$ cat src/rtl/irq_seq_pkg.sv
package irq_seq_pkg;

    localparam int ENTRY_LEN   = 7;
    localparam int SYNC_STAGES = 2;
    localparam int LAT_W       = 8;

    typedef struct packed {
        logic req;
        logic dis;
        logic last;
        logic stall;
    } cyc_in_t;

    function automatic logic boundary_ok(cyc_in_t ci, logic busy, logic seen);
        return ci.last && !ci.stall && !busy && !ci.dis && seen;
    endfunction

endpackage

$ cat src/rtl/irq_req_sampler.sv
module irq_req_sampler #(
    parameter int STAGES = 2
) (
    input  logic clk,
    input  logic rst,
    input  logic req,
    input  logic stall,
    output logic seen
);
    logic [STAGES-1:0] stg;

    generate
        if (STAGES == 1) begin : g_single
            always_ff @(posedge clk) begin
                if (rst) stg <= '0;
                else     stg[0] <= req;
            end
        end else begin : g_chain
            always_ff @(posedge clk) begin
                if (rst) begin
                    stg <= '0;
                end else begin
                    stg[0] <= req;
                    if (!stall) begin
                        for (int i = 1; i < STAGES; i++) stg[i] <= stg[i-1];
                    end
                end
            end
        end
    endgenerate

    assign seen = stg[STAGES-1];
endmodule

$ cat src/rtl/irq_entry_seq.sv
module irq_entry_seq #(
    parameter int LEN = 7,
    parameter int IW  = $clog2(LEN + 1)
) (
    input  logic          clk,
    input  logic          rst,
    input  logic          start,
    input  logic          stall,
    output logic          busy,
    output logic [IW-1:0] idx
);
    localparam logic [IW-1:0] LAST_IDX = IW'(LEN);

    always_ff @(posedge clk) begin
        if (rst) begin
            idx <= '0;
        end else if (start) begin
            idx <= IW'(1);
        end else if (idx != '0 && !stall) begin
            idx <= (idx == LAST_IDX) ? '0 : idx + 1'b1;
        end
    end

    assign busy = (idx != '0);
endmodule

$ cat src/rtl/irq_latency_meter.sv
module irq_latency_meter #(
    parameter int W = 8
) (
    input  logic         clk,
    input  logic         rst,
    input  logic         req,
    input  logic         busy,
    input  logic         take,
    output logic [W-1:0] latency
);
    logic         run;
    logic [W-1:0] cnt;
    logic [W-1:0] cur;

    assign cur = run ? cnt : '0;

    always_ff @(posedge clk) begin
        if (rst) begin
            run     <= 1'b0;
            cnt     <= '0;
            latency <= '0;
        end else begin
            if (take) latency <= cur;
            if (take || busy || !req) begin
                run <= 1'b0;
                cnt <= '0;
            end else if (!run) begin
                run <= 1'b1;
                cnt <= W'(1);
            end else if (cnt != '1) begin
                cnt <= cnt + 1'b1;
            end
        end
    end
endmodule

$ cat src/rtl/irq_recog_seq.sv
module irq_recog_seq
    import irq_seq_pkg::*;
#(
    parameter int ENTRY_CYCLES = ENTRY_LEN,
    parameter int STAGES       = SYNC_STAGES,
    parameter int LW           = LAT_W,
    parameter int IW           = $clog2(ENTRY_CYCLES + 1)
) (
    input  logic          clk,
    input  logic          rst,
    input  logic          irq_req,
    input  logic          irq_disable,
    input  logic          instr_last,
    input  logic          bus_stall,
    output logic          take_irq,
    output logic          entry_busy,
    output logic [IW-1:0] entry_idx,
    output logic [LW-1:0] req_latency
);
    cyc_in_t ci;
    logic    seen;

    assign ci = '{req: irq_req, dis: irq_disable, last: instr_last, stall: bus_stall};

    irq_req_sampler #(.STAGES(STAGES)) u_samp (
        .clk(clk), .rst(rst), .req(ci.req), .stall(ci.stall), .seen(seen)
    );

    assign take_irq = boundary_ok(ci, entry_busy, seen);

    irq_entry_seq #(.LEN(ENTRY_CYCLES), .IW(IW)) u_seq (
        .clk(clk), .rst(rst), .start(take_irq), .stall(ci.stall),
        .busy(entry_busy), .idx(entry_idx)
    );

    irq_latency_meter #(.W(LW)) u_lat (
        .clk(clk), .rst(rst), .req(ci.req), .busy(entry_busy),
        .take(take_irq), .latency(req_latency)
    );
endmodule

$ cat config.mk
export PLATFORM = sky130hd
export DESIGN_NAME = irq_recog_seq
export DESIGN_NICKNAME = d
export VERILOG_FILES = /design/src/rtl/irq_seq_pkg.sv /design/src/rtl/irq_req_sampler.sv /design/src/rtl/irq_entry_seq.sv /design/src/rtl/irq_latency_meter.sv /design/src/rtl/irq_recog_seq.sv
export SDC_FILE = /design/constraint.sdc
export NUM_CORES = 1
export LEC_CHECK = 0
export ABC_AREA = 1
export BUFFER_PORTS_ARGS = -buffer_cell sky130_fd_sc_hd__buf_2
export CORE_MARGIN = 2
export CORE_UTILIZATION = 48
export CTS_BUF_LIST = sky130_fd_sc_hd__clkbuf_8
export DETAILED_ROUTE_END_ITERATION = 16
export PLACE_DENSITY = 0.77
export SYNTH_ARGS = -nofsm -noshare
export SYNTH_HDL_FRONTEND = slang
export SYNTH_SLANG_ARGS = --single-unit
$ cat constraint.sdc
create_clock -name clk -period 1.4 [get_ports clk]
set_input_delay 0 -clock clk [delete_from_list [all_inputs] [get_ports clk]]
set_output_delay 0 -clock clk [all_outputs]
set_load 0.05 [all_outputs]
==> impl_metrics.tcl, run 1 <==
set metrics [dict create \
    r2r-end "u_seq.idx[1]$_SDFFE_PP0P_" \
    worstHoldStart "rst" \
    worst_setup_hold_path_clk_slew_ns 0.08 \
    num_antenna_cells 0 \
    crit_type "reg -> out" \
    netlist_area_mm2 0.001052 \
    synth_cell_types 20 \
    ir_worst_vdd_v 0.0008671 \
    yosysWarnings 0 \
    ys_seq_area_frac 0.4185 \
    wl_per_cell_um 10.86 \
    drv_cap 0 \
    hold_viol_final 0 \
    cts_max_level 1 \
    antenna_left 0 \
    setup_violations 0 \
    p_leak_nw 0.7155 \
    grtUsageTotal 0.1936 \
    p_per_area_mw_per_mm2 987.6 \
    placement.io_buffers 18 \
    fin_skew_ns 0.005028 \
    initial_utilization 0.5204 \
    crit_fanout 6 \
    rsz0062_at_grt "no" \
    slew_headroom 0.8109 \
    synthFlopType "dfxtp_1" \
    max_slew.worst_pin.slew_ns 0.2833 \
    r2r_start "u_seq.idx[0]$_SDFFE_PP0P_" \
    vias_per_cell 4.732 \
    cts_buffer_depth 2 \
    dp.final_hpwl_mm 1.585 \
    root_buffer "clkbuf_8" \
    drcViolationCount 0 \
    clkPwrFrac 0.333 \
    p_seq_frac 0.493 \
    synthTopCellsByArea "dfxtp_1, nand2_1, nand3_1" \
    tritoncts "built" \
    worst_setup_path_start_kind "flip-flop" \
    layout_min_cycle_time_ns 1.335 \
    fmax_mhz 749.3 \
    ios 19 \
    p_sw_mw 0.3525 \
    status "finished clean" \
    reg2reg_slack_ns 0.08 \
    syn2layout_area_growth_pct 28.30 \
    core-area_mm2 0.002022 \
    crit_required_ns 1.40 \
    wl_mm 2.227 \
    synth_top_area_frac 0.4185 \
    async_reset_ff_frac 0 \
    combPwrFrac 0.174 \
    cp-startpoint "u_seq.idx[0]$_SDFFE_PP0P_" \
    fin_tns_setup_ns 0 \
    numClockSinks 22 \
    drtIter0Drc 22 \
    crit_path_end_kind "output pin" \
    grt_max_degree 13 \
    power.total_mw 1.333 \
    cts_inserted_buffers 3 \
    cell_internal_pwr_mw 0.9808 \
    die_y_um 50.82 \
    synth.avg_cell_area_um2 7.207 \
    grt_pass1_vias 888 \
    r2r_cells 6 \
    num_vias 970 \
    overflow 0 \
    syn_inst 146 \
    grt_pass1_wl_mm 3.719 \
    die_area_mm2 0.002583 \
    synth-seq-cells 22 \
    dr.pass1.iters 4 \
    final_layout_size_suffix_gt1_frac 0.2978 \
    whs_endpoint "u_seq.idx[0]$_SDFFE_PP0P_" \
    slew_viol_final 0 \
    crit_arrival_ns 1.33 \
    switching_share 0.2644 \
    hold_class "in -> reg" \
    die_w_um 50.82 \
    post-route-period-util 0.9533 \
    yosysTopAreaCell "dfxtp_1" \
    antenna_found_initial 0 \
    gp_congestion 0.7993 \
    syn-num-nets 156 \
    clkLatencyLatePin_ns 0.26 \
    synth_edf_count 0 \
    fin_nets 189 \
    min_path_cells 4 \
    rows 16 \
]
-- critical path, stage by stage, from the launching register on --
cell and delay, ns:
dfxtp_4 0.35, inv_2 0.06, ha_4 0.12, inv_1 0.04
nor2_2 0.11, nand3b_4 0.15, inv_6 0.10, buf_8 0.14
-- synth_stat cells, types with 2 or more instances --
cell type  number
dfxtp_1        22
inv_1          22
inv_2           3
nor2_1         10
a21oi_1         5
o21ai_0         5
nor2_2          4
ha_1            4
nor2_4          2
nand2_1        42
nand2_2         2
nand3_1        17
-- cells in the final DEF, fill, tap and decap left out, drive strengths merged --
cell         instances
nand2               45
buf                 27
inv                 25
dfxtp               22
nand3               18
nor2                16
a21oi                5
o21ai                5
clkbuf               4
ha                   4
nand3b               1
nand4                1
a21boi               1
clkinv               1
xor2                 1
xnor2                1
dlygate4sd3          1
-- timing repair --
action,CTS,global route
endpoints found under the hold margin,1,0
pin swaps,2,1
endpoints found under the setup margin,1,1
setup buffers,4,4
hold buffers,1,0
resized for setup,7,1
-- power groups by stage --
stage               Sequential [mW]  Combinational (mW)  Clock [mW]
finish                        0.657               0.232       0.444
global route                  0.658               0.254       0.479
CTS                           0.656               0.230       0.458
detailed placement            0.674               0.192           0
global placement              0.673               0.191           0
floorplan                     0.701               0.120           0
-- how the worst max path moves through the flow --
stage and to:
2_1_floorplan u_seq.idx[1]$_SDFFE_PP0P_, 3_3_place_gp u_lat.cnt[7]$_SDFFE_PP0P_, 3_5_place_dp u_lat.cnt[7]$_SDFFE_PP0P_, 4_1_cts take_irq
5_1_grt take_irq, 6_report take_irq
-- per-layer routing --
layer	routed length [um]	vias up	track usage
li1	-	516	-
met1	938	428	0.2078
met2	1152	22	0.3618
met3	111	4	0.05556
met4	25	0	0.06306
met5	0	-	0
-- state kept, by name, summed over array words and instances (netlist names) --
name and flops:
u_samp.stg 2, u_seq.idx 3, u_lat.latency 8, u_lat.run 1
u_lat.cnt 8
-- cell families (layout without fill, tap and decap cells) --
kind of cell             after synthesis  after routing  share of synthesized area
AO/OA/AOI/OAI                         11             11                    0.05469
AND/OR/NAND/NOR                       81             81                     0.3686
XOR/XNOR                               2              2                    0.01665
adder cells (fa/ha/maj)                4              4                    0.04756
flip-flops                            22             22                     0.4185
buffers and inverters                 26             58                    0.09393
-- layout make-up --
cell class | count | area (um^2)
inverters | 26 | 103.9
fillers | 175 | 671.9
multi-input cells | 98 | 533.0
repair buffers | 28 | 177.7
flip-flops and latches | 22 | 446.7
well taps | 27 | 33.78
clock buffers | 4 | 55.05
-- stage by stage --
stage | util | instances | setup slack (ns) | hold slack (ns) | instance area (um^2)
floorplan | - | 146 | -0.02538 | 0.1320 | 1069
global placement | 0.5934 | 192 | 0.08177 | 0.2209 | 1200
detailed placement | 0.5934 | 192 | 0.05423 | 0.2390 | 1200
CTS | 0.6516 | 201 | 0.02182 | 0.006840 | 1318
global route | 0.6677 | 205 | 0.006232 | 0.02120 | 1350
finish | 0.6677 | 205 | 0.06539 | 0.009360 | 1350
Power figures use the tool's default switching activity.
==> run 2, diff against run 1 <==
- REMOVE_ABC_BUFFERS: default -> 1
==> run 2 against run 1 <==
Effect of this change: fmax is 1.5% lower; clock-buffer cell count unchanged; die area unchanged; clock power increased by 1%; combinational power is 5% lower; worst setup slack lost 0.020 ns; wire length up 3.0%; sequential power about the same.
==> impl_metrics.tcl, run 2 (synthesized netlist as in run 1, its figures left out) <==
set metrics [dict create \
    status "finished clean" \
    finalCoreUtilization 0.6535 \
    crit_end "take_irq" \
    pre_cts_ws_ns 0.06383 \
    crit_path_end_kind "output pin" \
    crit_required_ns 1.40 \
    die_y_um 50.82 \
    tritoncts "built" \
    worst_setup_hold_path_clk_slew_ns 0.07 \
    crit_fanout 6 \
    wl_per_cell_um 11.36 \
    crit_family "flip-flops" \
    syn2layout_area_growth_pct 25.57 \
    wl_mm 2.294 \
    drtIter0Drc 21 \
    whs_ns 0.02648 \
    vias_per_cell 4.896 \
    fin_nets 186 \
    setup_violations 0 \
    p_leak_nw 0.7001 \
    p_per_area_mw_per_mm2 1008 \
    worst_slack_ns 0.04561 \
    hold_viol_final 0 \
    grtUsageTotal 0.1974 \
    initial_utilization 0.5204 \
    cp-startpoint "u_seq.idx[1]$_SDFFE_PP0P_" \
    crit_arrival_ns 1.35 \
    fmax_mhz 738.3 \
    placement.io_buffers 18 \
    slowest_stage "dfxtp_4" \
    layout_common_cells "nand2_1, inv_1, dfxtp_1" \
    cts_inserted_buffers 3 \
    core-area_mm2 0.002022 \
    num_vias 989 \
    max_slew.worst_pin.slew_ns 0.2978 \
    cts_max_level 1 \
    grt_max_degree 13 \
    rows 16 \
    final_common_cell "nand2_1" \
    largestRegisters "u_lat.cnt x8, u_lat.latency x8, u_seq.idx x3" \
    r2r-end "u_lat.latency[0]$_SDFFE_PP0P_" \
    hold_class "in -> reg" \
    design_area_mm2 0.001321 \
    crit_type "reg -> out" \
    drcViolationCount 0 \
    r2r_start "u_seq.idx[1]$_SDFFE_PP0P_" \
    antenna_left 0 \
    slew_viol_final 0 \
    post-route-period-util 0.9674 \
    num_antenna_cells 0 \
    grt_pass1_wl_mm 3.829 \
    numClockSinks 22 \
    die_area_mm2 0.002583 \
    slew_headroom 0.8013 \
    fin_skew_ns 0.002743 \
    dp.final_hpwl_mm 1.597 \
    max_stage_delay_ns 0.36 \
    root_buffer "clkbuf_8" \
    gp_congestion 0.8621 \
    fin_tns_setup_ns 0 \
    clkLatencyLatePin_ns 0.26 \
    dr.pass1.iters 5 \
    die_w_um 50.82 \
    grt_pass1_vias 937 \
    layout_min_cycle_time_ns 1.354 \
    final_layout_size_suffix_gt1_frac 0.2743 \
    place_area_mm2 0.001184 \
    power.total_mw 1.332 \
    reg2reg_slack_ns 0.10 \
    antenna_found_initial 0 \
    cp.depth 7 \
    final_cells 202 \
    overflow 0 \
    path_buf_inv 4 \
    cts_buffer_depth 2 \
    drv_cap 0 \
    path_cells "inv_2 > ha_4 > inv_1 > nor2_4 > nand3b_4 > inv_4 > buf_8" \
    ir_worst_vdd_v 0.0005701 \
    dp_cells 192 \
    r2r_cells 8 \
    ios 19 \
    worst_setup_path_start_kind "flip-flop" \
]
==> run 2: cell types whose count changed in the layout (fill, tap and decap cells not counted) <==
cell | previous run | this run
buf_4 | 9 | 6
dfxtp_1 | 19 | 20
dfxtp_2 | 2 | 1
inv_4 | 0 | 1
inv_6 | 1 | 0
nand2_1 | 41 | 42
nand2_4 | 2 | 1
nor2_2 | 4 | 3
nor2_4 | 2 | 3
o21ai_0 | 5 | 4
o21ai_1 | 0 | 1
==> run 2: area by class of cell <==
class / instances / area (um^2)
repair buffers: 25 / 155.1
inverters: 26 / 101.3
multi-input cells: 98 / 530.5
fillers: 167 / 700.7
clock buffers: 4 / 55.05
well taps: 27 / 33.78
flip-flops and latches: 22 / 445.4
==> run 2: worst min-delay path: stages <==
cell and delay, ns:
buf_2 0.10, inv_2 0.05, nand2_1 0.06, inv_1 0.03
==> run 2: repair_timing <==
item | 4_1_cts | 5_1_grt
endpoints found under the setup margin | 1 | 12
hold buffers | 1 | 0
setup buffers | 4 | 1
pin swaps | 2 | 2
cloned | 0 | 0
gates resized for setup | 6 | 7
endpoints found under the hold margin | 1 | 0
==> run 2: worst min path at each step <==
stage | startpoint | endpoint | slack, ns | depth (start not counted)
2_1_floorplan | irq_req | u_samp.stg[0]$_SDFF_PP0_ | 0.13 | 2
3_3_place_gp | irq_req | u_samp.stg[0]$_SDFF_PP0_ | 0.24 | 3
3_5_place_dp | irq_req | u_samp.stg[0]$_SDFF_PP0_ | 0.23 | 3
4_1_cts | bus_stall | u_seq.idx[2]$_SDFFE_PP0P_ | 0.02 | 3
5_1_grt | rst | u_seq.idx[0]$_SDFFE_PP0P_ | 0.03 | 4
6_report | rst | u_seq.idx[0]$_SDFFE_PP0P_ | 0.03 | 4
==> run 2: metal layers <==
metal / track usage / up-vias / share of wire
li1: - / 507 / -
met1: 0.2430 / 447 / 0.43
met2: 0.3333 / 32 / 0.50
met3: 0.04678 / 3 / 0.051
met4: 0.07658 / 0 / 0.014
met5: 0 / - / 0
==> run 2: power by group <==
group / switching [mW] / internal, mW / total (mW)
registers: 0.0156 / 0.645 / 0.660
clock network: 0.199 / 0.251 / 0.450
logic: 0.150 / 0.0719 / 0.221
total: 0.364 / 0.967 / 1.33
